### src/rtl/otp_prog_pkg.sv
package otp_prog_pkg;

  typedef enum logic [1:0] {
    CNT_SUPPLY,
    CNT_LOAD,
    CNT_PULSE,
    CNT_HOLD
  } cntSel_t;

  typedef struct packed {
    logic    addrClr;
    logic    addrInc;
    logic    latchData;
    logic    cntLoad;
    cntSel_t cntSel;
    logic    retryClr;
    logic    retryInc;
    logic    runClr;
    logic    failCap;
  } ctrlStrobe_t;

  typedef enum logic [3:0] {
    S_IDLE,
    S_VCC_UP,
    S_VPP_UP,
    S_P1_LOAD,
    S_P1_PULSE,
    S_P1_HOLD,
    S_V_LOAD,
    S_V_CHECK,
    S_R_LOAD,
    S_R_PULSE,
    S_R_HOLD,
    S_VPP_DN,
    S_VCC_DN,
    S_RB_LOAD,
    S_RB_CHECK,
    S_DONE
  } seqState_t;

endpackage

### src/rtl/otp_prog_datapath.sv
module otp_prog_datapath
  import otp_prog_pkg::*;
#(
  parameter int ADDR_W    = 16,
  parameter int DATA_W    = 16,
  parameter int CLK_MHZ   = 50,
  parameter int PULSE_US  = 100,
  parameter int SETUP_US  = 2,
  parameter int HOLD_US   = 2,
  parameter int MAX_RETRY = 10,
  localparam int RETRY_W  = $clog2(MAX_RETRY + 1),
  localparam int TOTAL_W  = ADDR_W + RETRY_W
) (
  input  logic               clk,
  input  logic               rst_n,
  input  ctrlStrobe_t        strobe,
  input  logic [DATA_W-1:0]  srcData,
  input  logic [DATA_W-1:0]  devDin,
  output logic [ADDR_W-1:0]  addr,
  output logic [DATA_W-1:0]  dataReg,
  output logic               cntZero,
  output logic               match,
  output logic               lastAddr,
  output logic               retryMax,
  output logic [TOTAL_W-1:0] retryTotal,
  output logic [ADDR_W-1:0]  failAddr
);

  localparam int PULSE_CYC = CLK_MHZ * PULSE_US;
  localparam int SETUP_CYC = CLK_MHZ * SETUP_US;
  localparam int HOLD_CYC  = CLK_MHZ * HOLD_US;
  localparam int MAX_CYC   = (PULSE_CYC > SETUP_CYC + 1) ? PULSE_CYC : SETUP_CYC + 1;
  localparam int CNT_W     = $clog2(MAX_CYC + 1);

  logic [CNT_W-1:0]   cnt;
  logic [CNT_W-1:0]   loadVal;
  logic [RETRY_W-1:0] retryCnt;

  // A load stage lasts one cycle longer than the setup time, so the
  // data latched in its first cycle is stable for the full setup window.
  always_comb begin
    unique case (strobe.cntSel)
      CNT_SUPPLY: loadVal = CNT_W'(SETUP_CYC - 1);
      CNT_LOAD:   loadVal = CNT_W'(SETUP_CYC);
      CNT_PULSE:  loadVal = CNT_W'(PULSE_CYC - 1);
      default:    loadVal = CNT_W'(HOLD_CYC - 1);
    endcase
  end

  always_ff @(posedge clk or negedge rst_n) begin
    if (!rst_n)              cnt <= '0;
    else if (strobe.cntLoad) cnt <= loadVal;
    else if (cnt != '0)      cnt <= cnt - 1'b1;
  end

  always_ff @(posedge clk or negedge rst_n) begin
    if (!rst_n)              addr <= '0;
    else if (strobe.addrClr) addr <= '0;
    else if (strobe.addrInc) addr <= addr + 1'b1;
  end

  always_ff @(posedge clk or negedge rst_n) begin
    if (!rst_n)                dataReg <= '0;
    else if (strobe.latchData) dataReg <= srcData;
  end

  always_ff @(posedge clk or negedge rst_n) begin
    if (!rst_n) begin
      retryCnt   <= '0;
      retryTotal <= '0;
      failAddr   <= '0;
    end else begin
      if (strobe.retryClr)      retryCnt <= '0;
      else if (strobe.retryInc) retryCnt <= retryCnt + 1'b1;
      if (strobe.runClr)        retryTotal <= '0;
      else if (strobe.retryInc) retryTotal <= retryTotal + 1'b1;
      if (strobe.runClr)        failAddr <= '0;
      else if (strobe.failCap)  failAddr <= addr;
    end
  end

  assign cntZero  = (cnt == '0);
  assign match    = (devDin == dataReg);
  assign lastAddr = (addr == {ADDR_W{1'b1}});
  assign retryMax = (retryCnt == RETRY_W'(MAX_RETRY));

endmodule

### src/rtl/otp_prog_control.sv
module otp_prog_control
  import otp_prog_pkg::*;
(
  input  logic        clk,
  input  logic        rst_n,
  input  logic        start,
  input  logic        cntZero,
  input  logic        match,
  input  logic        lastAddr,
  input  logic        retryMax,
  output ctrlStrobe_t strobe,
  output logic        srcReq,
  output logic        devCeN,
  output logic        devOeN,
  output logic        devPgmN,
  output logic        devDriveEn,
  output logic        vccHiEn,
  output logic        vppEn,
  output logic        done,
  output logic        pass,
  output logic        fail
);

  seqState_t state, nxt;
  logic      failFlag, failSet;

  always_ff @(posedge clk or negedge rst_n) begin
    if (!rst_n) begin
      state    <= S_IDLE;
      failFlag <= 1'b0;
    end else begin
      state <= nxt;
      if (strobe.runClr) failFlag <= 1'b0;
      else if (failSet)  failFlag <= 1'b1;
    end
  end

  always_comb begin
    nxt     = state;
    strobe  = '0;
    failSet = 1'b0;
    unique case (state)
      S_IDLE, S_DONE: if (start) begin
        nxt = S_VCC_UP;
        strobe.runClr = 1'b1; strobe.retryClr = 1'b1; strobe.addrClr = 1'b1;
        strobe.cntLoad = 1'b1; strobe.cntSel = CNT_SUPPLY;
      end
      S_VCC_UP: if (cntZero) begin
        nxt = S_VPP_UP; strobe.cntLoad = 1'b1; strobe.cntSel = CNT_SUPPLY;
      end
      S_VPP_UP: if (cntZero) begin
        nxt = S_P1_LOAD; strobe.cntLoad = 1'b1; strobe.cntSel = CNT_LOAD;
      end
      S_P1_LOAD, S_R_LOAD: if (cntZero) begin
        nxt = (state == S_P1_LOAD) ? S_P1_PULSE : S_R_PULSE;
        strobe.cntLoad = 1'b1; strobe.cntSel = CNT_PULSE;
      end
      S_P1_PULSE, S_R_PULSE: if (cntZero) begin
        nxt = (state == S_P1_PULSE) ? S_P1_HOLD : S_R_HOLD;
        strobe.cntLoad = 1'b1; strobe.cntSel = CNT_HOLD;
      end
      S_P1_HOLD: if (cntZero) begin
        nxt = lastAddr ? S_V_LOAD : S_P1_LOAD;
        strobe.addrInc = !lastAddr; strobe.addrClr = lastAddr;
        strobe.retryClr = 1'b1;
        strobe.cntLoad = 1'b1; strobe.cntSel = CNT_LOAD;
      end
      S_R_HOLD: if (cntZero) begin
        nxt = S_V_LOAD; strobe.cntLoad = 1'b1; strobe.cntSel = CNT_LOAD;
      end
      S_V_LOAD, S_RB_LOAD: if (cntZero) begin
        nxt = (state == S_V_LOAD) ? S_V_CHECK : S_RB_CHECK;
      end
      S_V_CHECK: begin
        strobe.cntLoad = 1'b1;
        if (match && lastAddr) begin
          nxt = S_VPP_DN; strobe.cntSel = CNT_SUPPLY;
        end else if (match) begin
          nxt = S_V_LOAD; strobe.cntSel = CNT_LOAD;
          strobe.addrInc = 1'b1; strobe.retryClr = 1'b1;
        end else if (retryMax) begin
          nxt = S_VPP_DN; strobe.cntSel = CNT_SUPPLY;
          strobe.failCap = 1'b1; failSet = 1'b1;
        end else begin
          nxt = S_R_LOAD; strobe.cntSel = CNT_LOAD; strobe.retryInc = 1'b1;
        end
      end
      S_VPP_DN: if (cntZero) begin
        nxt = S_VCC_DN; strobe.cntLoad = 1'b1; strobe.cntSel = CNT_SUPPLY;
      end
      S_VCC_DN: if (cntZero) begin
        nxt = failFlag ? S_DONE : S_RB_LOAD;
        strobe.addrClr = 1'b1;
        strobe.cntLoad = 1'b1; strobe.cntSel = CNT_LOAD;
      end
      S_RB_CHECK: begin
        if (!match) begin
          nxt = S_DONE; strobe.failCap = 1'b1; failSet = 1'b1;
        end else if (lastAddr) begin
          nxt = S_DONE;
        end else begin
          nxt = S_RB_LOAD; strobe.addrInc = 1'b1;
          strobe.cntLoad = 1'b1; strobe.cntSel = CNT_LOAD;
        end
      end
      default: nxt = S_IDLE;
    endcase
    strobe.latchData = srcReq;
  end

  always_comb begin
    srcReq     = (state == S_P1_LOAD) || (state == S_V_LOAD) || (state == S_RB_LOAD);
    devCeN     = !(state inside {S_P1_LOAD, S_P1_PULSE, S_P1_HOLD, S_V_LOAD, S_V_CHECK,
                                 S_R_LOAD, S_R_PULSE, S_R_HOLD, S_RB_LOAD, S_RB_CHECK});
    devOeN     = !(state inside {S_V_LOAD, S_V_CHECK, S_RB_LOAD, S_RB_CHECK});
    devPgmN    = !(state inside {S_P1_PULSE, S_R_PULSE});
    devDriveEn = state inside {S_P1_LOAD, S_P1_PULSE, S_P1_HOLD, S_R_LOAD, S_R_PULSE, S_R_HOLD};
    vppEn      = state inside {S_VPP_UP, S_P1_LOAD, S_P1_PULSE, S_P1_HOLD, S_V_LOAD,
                               S_V_CHECK, S_R_LOAD, S_R_PULSE, S_R_HOLD};
    vccHiEn    = vppEn || (state == S_VCC_UP) || (state == S_VPP_DN);
    done       = (state == S_DONE);
    pass       = done && !failFlag;
    fail       = done && failFlag;
  end

endmodule

### src/rtl/otp_prog_ctrl.sv
module otp_prog_ctrl
  import otp_prog_pkg::*;
#(
  parameter int ADDR_W    = 16,
  parameter int DATA_W    = 16,
  parameter int CLK_MHZ   = 50,
  parameter int PULSE_US  = 100,
  parameter int SETUP_US  = 2,
  parameter int HOLD_US   = 2,
  parameter int MAX_RETRY = 10,
  localparam int TOTAL_W  = ADDR_W + $clog2(MAX_RETRY + 1)
) (
  input  logic               clk,
  input  logic               rst_n,
  input  logic               start,
  output logic               srcReq,
  output logic [ADDR_W-1:0]  srcAddr,
  input  logic [DATA_W-1:0]  srcData,
  output logic [ADDR_W-1:0]  devAddr,
  output logic [DATA_W-1:0]  devDout,
  output logic               devDriveEn,
  input  logic [DATA_W-1:0]  devDin,
  output logic               devCeN,
  output logic               devOeN,
  output logic               devPgmN,
  output logic               vccHiEn,
  output logic               vppEn,
  output logic               done,
  output logic               pass,
  output logic               fail,
  output logic [ADDR_W-1:0]  failAddr,
  output logic [TOTAL_W-1:0] retryTotal
);

  ctrlStrobe_t       strobe;
  logic              cntZero, match, lastAddr, retryMax;
  logic [ADDR_W-1:0] addr;

  otp_prog_control ctrl_i (
    .clk(clk), .rst_n(rst_n), .start(start), .cntZero(cntZero), .match(match),
    .lastAddr(lastAddr), .retryMax(retryMax), .strobe(strobe), .srcReq(srcReq),
    .devCeN(devCeN), .devOeN(devOeN), .devPgmN(devPgmN), .devDriveEn(devDriveEn),
    .vccHiEn(vccHiEn), .vppEn(vppEn), .done(done), .pass(pass), .fail(fail)
  );

  otp_prog_datapath #(
    .ADDR_W(ADDR_W), .DATA_W(DATA_W), .CLK_MHZ(CLK_MHZ), .PULSE_US(PULSE_US),
    .SETUP_US(SETUP_US), .HOLD_US(HOLD_US), .MAX_RETRY(MAX_RETRY)
  ) dp_i (
    .clk(clk), .rst_n(rst_n), .strobe(strobe), .srcData(srcData), .devDin(devDin),
    .addr(addr), .dataReg(devDout), .cntZero(cntZero), .match(match),
    .lastAddr(lastAddr), .retryMax(retryMax), .retryTotal(retryTotal),
    .failAddr(failAddr)
  );

  assign devAddr = addr;
  assign srcAddr = addr;

endmodule

### config.mk
export PLATFORM = sky130hd
export DESIGN_NAME = otp_prog_ctrl
export DESIGN_NICKNAME = d
export VERILOG_FILES = /design/src/rtl/otp_prog_pkg.sv /design/src/rtl/otp_prog_datapath.sv /design/src/rtl/otp_prog_control.sv /design/src/rtl/otp_prog_ctrl.sv
export SDC_FILE = /design/constraint.sdc
export NUM_CORES = 1
export LEC_CHECK = 0
export BUFFER_PORTS_ARGS = -buffer_cell sky130_fd_sc_hd__buf_2
export CORE_MARGIN = 2
export CORE_UTILIZATION = 54
export CTS_CLUSTER_SIZE = 24
export DETAILED_ROUTE_END_ITERATION = 8
export GPL_TIMING_DRIVEN = 0
export PLACE_DENSITY = 0.88
export SLEW_MARGIN = 20
export SYNTH_ARGS = -nofsm -noshare
export SYNTH_HDL_FRONTEND = slang
export SYNTH_SLANG_ARGS = --single-unit
### constraint.sdc
create_clock -name clk -period 2.8 [get_ports clk]
set_clock_uncertainty 0.15 [all_clocks]
set_input_delay 0.28 -clock clk [delete_from_list [all_inputs] [get_ports clk]]
set_output_delay 0.28 -clock clk [all_outputs]
set_load 0.01 [all_outputs]
==> results of run 1 <==
[final cells by class]
type	instances	area (sq um)
Buffer	46	249
Inverter	28	105
Clock buffer	10	128
Sequential cell	90	2250
Clock inverter	6	71.3
Fill cell	665	2780
Timing Repair Buffer	150	853
Multi-Input combinational cell	404	2640
Tap cell	129	161
[worst max-delay path, stage by stage, from the launching register on]
cell	delay, ns
dfrtp_1	0.42
inv_1	0.12
ha_4	0.16
nor4b_4	0.25
and4b_2	0.33
nand4_4	0.17
o22a_1	0.23
buf_2	0.19
or4_1	0.46
a21oi_1	0.20
[worst paths after layout]
check,start,end,depth (start not counted)
worst min-delay path,srcData[14],dp_i.dataReg[14]$_DFFE_PN0P_,2
worst min register to register,dp_i.failAddr[0]$_DFFE_PN0P_,dp_i.failAddr[0]$_DFFE_PN0P_,2
min in group asynchronous,rst_n,dp_i.addr[14]$_DFFE_PN0P_,2
worst max register to register,dp_i.cnt[1]$_DFFE_PN0P_,dp_i.addr[12]$_DFFE_PN0P_,9
worst max-delay path,dp_i.cnt[1]$_DFFE_PN0P_,dp_i.addr[12]$_DFFE_PN0P_,9
max in group asynchronous,rst_n,ctrl_i.state[3]$_DFFE_PN0P_,3
[where the power goes]
| part | switching [mW] | total [mW] | leakage, nW | internal [mW] |
|---|---|---|---|---|
| Sequential | 0.262 | 1.81 | 1.21 | 1.55 |
| Combinational | 1.11 | 1.95 | 1.70 | 0.838 |
| Clock | 0.535 | 0.961 | 0.0992 | 0.425 |
| Total | 1.91 | 4.72 | 3.00 | 2.81 |
[metrics by stage]
step | power (mW) | setup TNS [ns]
final | 4.72 | 0
after CTS | 4.57 | 0
after detailed placement | 3.59 | -2.62
after global placement | 3.52 | -1.74
after global routing | 4.98 | -0.103
after floorplan | 3.03 | 0
[synthesized netlist by cell type, drive strengths merged (2+ instances only)]
| cell | instances |
|---|---|
| o22a | 2 |
| o211ai | 2 |
| o31ai | 11 |
| a21o | 3 |
| xor2 | 21 |
| nor3 | 15 |
| buf | 25 |
| nor2 | 36 |
| nand3 | 38 |
| nand2 | 41 |
| or3 | 17 |
| and4 | 4 |
| mux2 | 17 |
| or2 | 2 |
| and3 | 6 |
| inv | 28 |
| dfrtp | 90 |
| a41oi | 2 |
| nor2b | 5 |
| or4 | 8 |
| clkbuf | 23 |
| and2 | 6 |
| nand4 | 15 |
| o22ai | 8 |
| nor4 | 8 |
| o21a | 3 |
| a31oi | 3 |
| xnor2 | 16 |
| ha | 6 |
| a21oi | 42 |
| o21ai | 47 |
[layout by cell type (no fill, tap or decap), types with 5 or more instances in the layout]
cell type	synthesis	final
nor2_1	36	35
dfrtp_1	90	90
mux2_2	17	17
clkbuf_8	0	9
or3_1	17	17
ha_1	6	5
xnor2_1	16	16
nand2_1	41	41
and3_1	6	6
or4_1	8	8
buf_4	16	25
o21ai_0	46	45
inv_1	27	27
xor2_1	21	21
clkbuf_1	22	17
nand4_1	13	13
nand3_1	38	38
a21oi_1	42	42
buf_2	8	136
o31ai_1	10	10
o22ai_1	8	7
nor3_1	14	14
dlygate4sd3_1	0	13
[sequential cells by signal (all words and copies together) (netlist names)]
register and flops:
dp_i.dataReg 16, ctrl_i.state 4, dp_i.failAddr 16, dp_i.retryTotal 20
dp_i.retryCnt 4, ctrl_i.failFlag 1, dp_i.addr 16, dp_i.cnt 13
[timing repair]
item	4_1_cts	5_1_grt
hold endpoints to repair	64	5
hold buffers	8	5
buffers inserted	4	4
gates resized for setup	6	20
pin swaps	2	4
endpoints found under the setup margin	23	43
[per-layer routing]
| metal | part of all wire | track usage | up-vias |
|---|---|---|---|
| met5 | 0 | 0 | - |
| li1 | - | - | 2345 |
| met4 | 0.026 | 0.0988 | 0 |
| met2 | 0.51 | 0.466 | 253 |
| met3 | 0.076 | 0.0518 | 40 |
| met1 | 0.39 | 0.365 | 2444 |
[logic make-up after synthesis]
group                      count (synthesis)  synth area share
AOI/OAI and AO/OA                        134             0.155
xor gates and xnor gates                  37            0.0630
adders and majority gates                  6            0.0146
buffers and inverters                     76            0.0693
DFF                                       90             0.438
muxes                                     18            0.0391
and+or+nand+nor                          209             0.221
==> metrics.yaml, run 1 <==
outcome: "complete, but fails checks"
violations: "hold timing"
drt_drc_violations_left: 0
yosys_register_bits: 90
die-width_microns: 102
synthesis.nets: 611
fin_hold_ws_ns: -0.0113
tightestPinTransition_ns: 0.779
area_growth_pct: 25.5
finalSetupViolations: 0
yosys_warnings: 0
required_ns: 2.94
diodes: 0
cts-buffers-inserted: 9
antenna_found_initial: 0
synthCells: 570
synth_area_sq_um: 5150
die_h_microns: 102
first_pass_iters: 5
cp-end-kind: "flop"
grt_max_degree: 59
ios: 129
grt_pass1_vias: 4798
yosysUniqueCellTypes: 63
vias: 5082
grt_pass1_wl_mm: 23.0
hold_violations: 1
cts_buffer_depth: 2
cts.sinks: 90
p_leak_nw: 3.00
drtIter0Drc: 414
setup_slack_ns: 0.0288
grt_overflow: 0
yosys.area.top_type_share: 0.438
core-area_sq_um: 9240
cts-root-buf: "clkbuf_8"
io_buffers: 128
grt_use_total: 0.279
ys_seq_area_frac: 0.438
ys_async_sr_fraction: 1.00
fmax_ghz: 0.361
synth_edf_count: 0
rsz0062_at_grt: "true"
finalCritPeriodShare: 0.990
drive_above_1_share: 0.302
dp_hpwl_mm: 10.1
avgSynthCellArea_sq_um: 9.03
report.final.slew_viol_count: 0
initial_core_util: 0.557
power.density_nw_per_um2: 731
maxCapViolCount: 0
start_kind: "flop"
critical_path_class: "flop to flop"
path_max_fanout: 10
dp_slack_ns: -0.205
final_nets: 770
synth_top_area_cell: "dfrtp_1"
ys.flop_type: "dfrtp_1"
cts_htree_levels: 3
stdcell_area_sq_um: 6460
fp-row-count: 35
r2r_slack_ns: 0.03
routedWlPerCell_microns: 17.0
avgViaCountPerCell: 5.89
cts.clk_slew.worst_paths_ns: 0.10
cts_tree: "yes"
dpl.cell_count: 828
clock_latency_ns: 0.38
fin_crit_ns: 2.77
synth_area_leaders: "dfrtp_1, o21ai_0, a21oi_1, mux2_2, nand3_1"
fin_util: 0.699
worst_ep_arrival_time_ns: 2.91
place_area_sq_um: 5970
place.gp.congestion: 0.944
wirelength_mm: 14.7
antenna_left: 0
hold_class: "input pin to flop"
die_area_sq_um: 10300
layout.cells.non_filler: 863
ir_drop_mv: 0.522
slew_headroom: 0.474
Power figures use the tool's default switching activity.
==> run 2: changes to the inputs <==
- ABC_AREA: unset -> 1
- CORE_UTILIZATION: 54 -> 55
==> metrics.yaml, run 2 <==
synth_edf_count: 0  # unchanged
avgViaCountPerCell: 5.36  # -9.0%
die_h_microns: 105  # +3.4%
final_common_cell: "nand2_1"
grt_pass1_wl_mm: 24.8  # +8.0%
antenna_left: 0  # unchanged
crit_top_cell: "nand2_1"
setup_slack_ns: 0.284  # +0.255 ns
vias: 5536  # +8.9%
synthesis.nets: 781  # +28%
diodes: 0  # unchanged
critPathSlowestCell: "dfrtp_1"
fin_crit_ns: 2.52  # -0.255 ns
worst_ep_arrival_time_ns: 2.66  # -0.25 ns
core-area_sq_um: 9820  # +6.3%
required_ns: 2.94  # about the same
cts.clk_slew.worst_paths_ns: 0.11  # about the same
ys_async_sr_fraction: 1.00  # unchanged
cts.sinks: 90  # unchanged
drtIter0Drc: 337  # -19%
synth_common_cells: "nand2_1, inv_1, dfrtp_1"
cts-root-buf: "clkbuf_8"
grt_use_total: 0.275  # -0.00383
wl_met1_mm: 6.34  # +11%
grt_pass1_vias: 5190  # +8.2%
tightestPinTransition_ns: 0.471  # -0.308 ns
final_nets: 936  # +22%
nFillCells: 821  # +23%
post_cts_buffers: 0  # -4
cts-buffers-inserted: 9  # unchanged
cpPeakStageDelay_ns: 0.40  # -0.06 ns
ys_seq_area_frac: 0.401  # -0.0365
fin_util: 0.695  # -0.00417
die_area_sq_um: 11000  # +6.8%
yosysUniqueCellTypes: 42  # -33%
yosys_register_bits: 90  # unchanged
hold_violations: 0  # -1
yosysMostFrequentCell: "nand2_1"
report.final.slew_viol_count: 0  # unchanged
hold_class: "input pin to flop"
start_kind: "flop"
fp-row-count: 36  # +2.9%
ys.flop_type: "dfrtp_1"
ir_drop_mv: 0.558  # +6.9%
place.gp.congestion: 0.948  # +0.40%
cts_tree: "yes"
grt_overflow: 0  # unchanged
first_pass_iters: 5  # unchanged
fmax_ghz: 0.397  # +10%
top_layer: "met4"
ios: 129  # unchanged
path_buf_inv: 3  # +1
synthCells: 740  # +30%
die-width_microns: 105  # +3.4%
drt_drc_violations_left: 0  # unchanged
met3_wirelength_mm: 1.00  # -10%
grt_max_degree: 47  # -20%
clock_latency_ns: 0.37  # about the same
synth_top_area_cell: "dfrtp_1"
routedWlPerCell_microns: 14.3  # -16%
maxCapViolCount: 0  # unchanged
synth_area_leaders: "dfrtp_1, nand2_1, inv_1, xor2_1, nand3_1"
top_register: "dp_i.retryTotal"
outcome: "completed"
power.density_nw_per_um2: 864  # +18%
cts_htree_levels: 3  # unchanged
initial_core_util: 0.572  # +0.0148
cp-end-kind: "flop"
finalCritPeriodShare: 0.899  # -0.0911
drive_above_1_share: 0.248  # -0.0547
p_total_mw: 5.90  # +25%
fin_tns_setup_ns: 0  # unchanged
finalSetupViolations: 0  # unchanged
rsz0062_at_grt: "false"
routed-wl-met2_mm: 7.28  # -2.1%
wirelength_mm: 14.8  # +0.89%
area_growth_pct: 21.6
crit_path_cell_trace: "inv_1 > nand2_1 > nand2_1 > nor2_1 > nand2_1 > nor2_1 > nand2_1 > nand2_1 > nor2_1 > buf_4 > nor2_1 > and2_1 > ha_1 > inv_1 > nand2_1 > o21ai_0"
cp_top_family: "simple AND/OR/NAND/NOR gates"
slew_headroom: 0.686  # +0.212
avgSynthCellArea_sq_um: 7.59  # -16%
final_cell_mix: "nand2_1, buf_2, inv_1"
path_max_fanout: 10  # unchanged
antenna_found_initial: 0  # unchanged
dp_hpwl_mm: 10.8  # +6.3%
yosys.area.top_type_share: 0.401  # -0.0365
yosys_warnings: 0  # unchanged
largest_reg_flops: 20  # unchanged
critical_path_class: "flop to flop"
io_buffers: 128  # unchanged
cts_buffer_depth: 2  # unchanged
dp_slack_ns: 0.297  # +0.502 ns
p_leak_nw: 3.52  # +17%
synth_area_sq_um: 5610  # +9.1%
## run 2: changes by cell type in the layout (fill, tap and decap cells not counted), sizes merged, moves of 10 or more
cell    change
xnor2      -14
o21ai      +31
nand3      +28
nand4      +10
o31ai      -10
or3        -17
nand2     +119
mux2       -13
a21oi      -25
xor2       +16
inv        +74
nor2       +31
nor3       +10
clkbuf     -18
## run 2: repair_timing
item,4_1_cts,5_1_grt
resized for setup,0,2
endpoints found under the setup margin,0,2
hold buffers,16,0
hold endpoints to repair,60,0
## run 2: power by group
part           switching, mW  internal, mW  total (mW)
registers              0.428          1.73        2.16
logic                   1.71          1.07        2.78
clock network          0.526         0.432       0.958
## run 2: per-layer routing
| layer | vias to the layer above | GRT usage |
|---|---|---|
| met5 | - | 0 |
| met4 | 0 | 0.0667 |
| met3 | 22 | 0.0381 |
| met2 | 219 | 0.469 |
| met1 | 2595 | 0.372 |
| li1 | 2700 | - |
## run 2: kinds of logic (layout without fill, tap and decap cells)
| family | after synthesis | count (layout) | share of synthesized area |
|---|---|---|---|
| adder cells (fa/ha/maj) | 6 | 6 | 0.0134 |
| multiplexers | 4 | 4 | 0.00802 |
| AO/OA/AOI/OAI | 106 | 106 | 0.109 |
| buffers and inverters | 134 | 294 | 0.106 |
| XOR/XNOR | 39 | 39 | 0.0608 |
| flip-flops | 90 | 90 | 0.401 |
| AND/OR/NAND/NOR | 361 | 361 | 0.302 |
## run 2: path summary, 6_finish.rpt
kind / start / endpoint / slack (ns) / depth (start not counted)
setup / recovery: dp_i.dataReg[11]$_DFFE_PN0P_ / dp_i.cnt[2]$_DFFE_PN0P_ / 0.28 / 16
hold / removal: srcData[2] / dp_i.dataReg[2]$_DFFE_PN0P_ / 0.02 / 2
setup reg to reg: dp_i.dataReg[11]$_DFFE_PN0P_ / dp_i.cnt[2]$_DFFE_PN0P_ / 0.28 / 16
hold reg to reg: dp_i.cnt[3]$_DFFE_PN0P_ / dp_i.cnt[3]$_DFFE_PN0P_ / 0.33 / 1
max in group asynchronous: rst_n / dp_i.retryCnt[1]$_DFFE_PN0P_ / 1.67 / 3
min in group asynchronous: rst_n / dp_i.dataReg[9]$_DFFE_PN0P_ / 0.26 / 2
## run 2: through the flow
stage          hold slack [ns]  instances  instance area [sq um]
2_1_floorplan           -0.166        740                   5610
3_3_place_gp             0.314       1001                   6420
3_5_place_dp            0.0984       1002                   6450
4_1_cts                0.00337       1034                   6820
5_1_grt                 0.0121       1033                   6820
6_report                0.0183       1033                   6820
## run 2: area by class of cell
cell class                 count  area (sq um)  area share
sequential                    90          2250       0.330
tap                          133           166      0.0244
inverter                     101           379      0.0556
multi-input combinational    516          2770       0.406
timing repair buffer         145           835       0.122
clock inverter                 7          85.1      0.0125
buffer                        32           213      0.0312
clock buffer                   9           124      0.0182
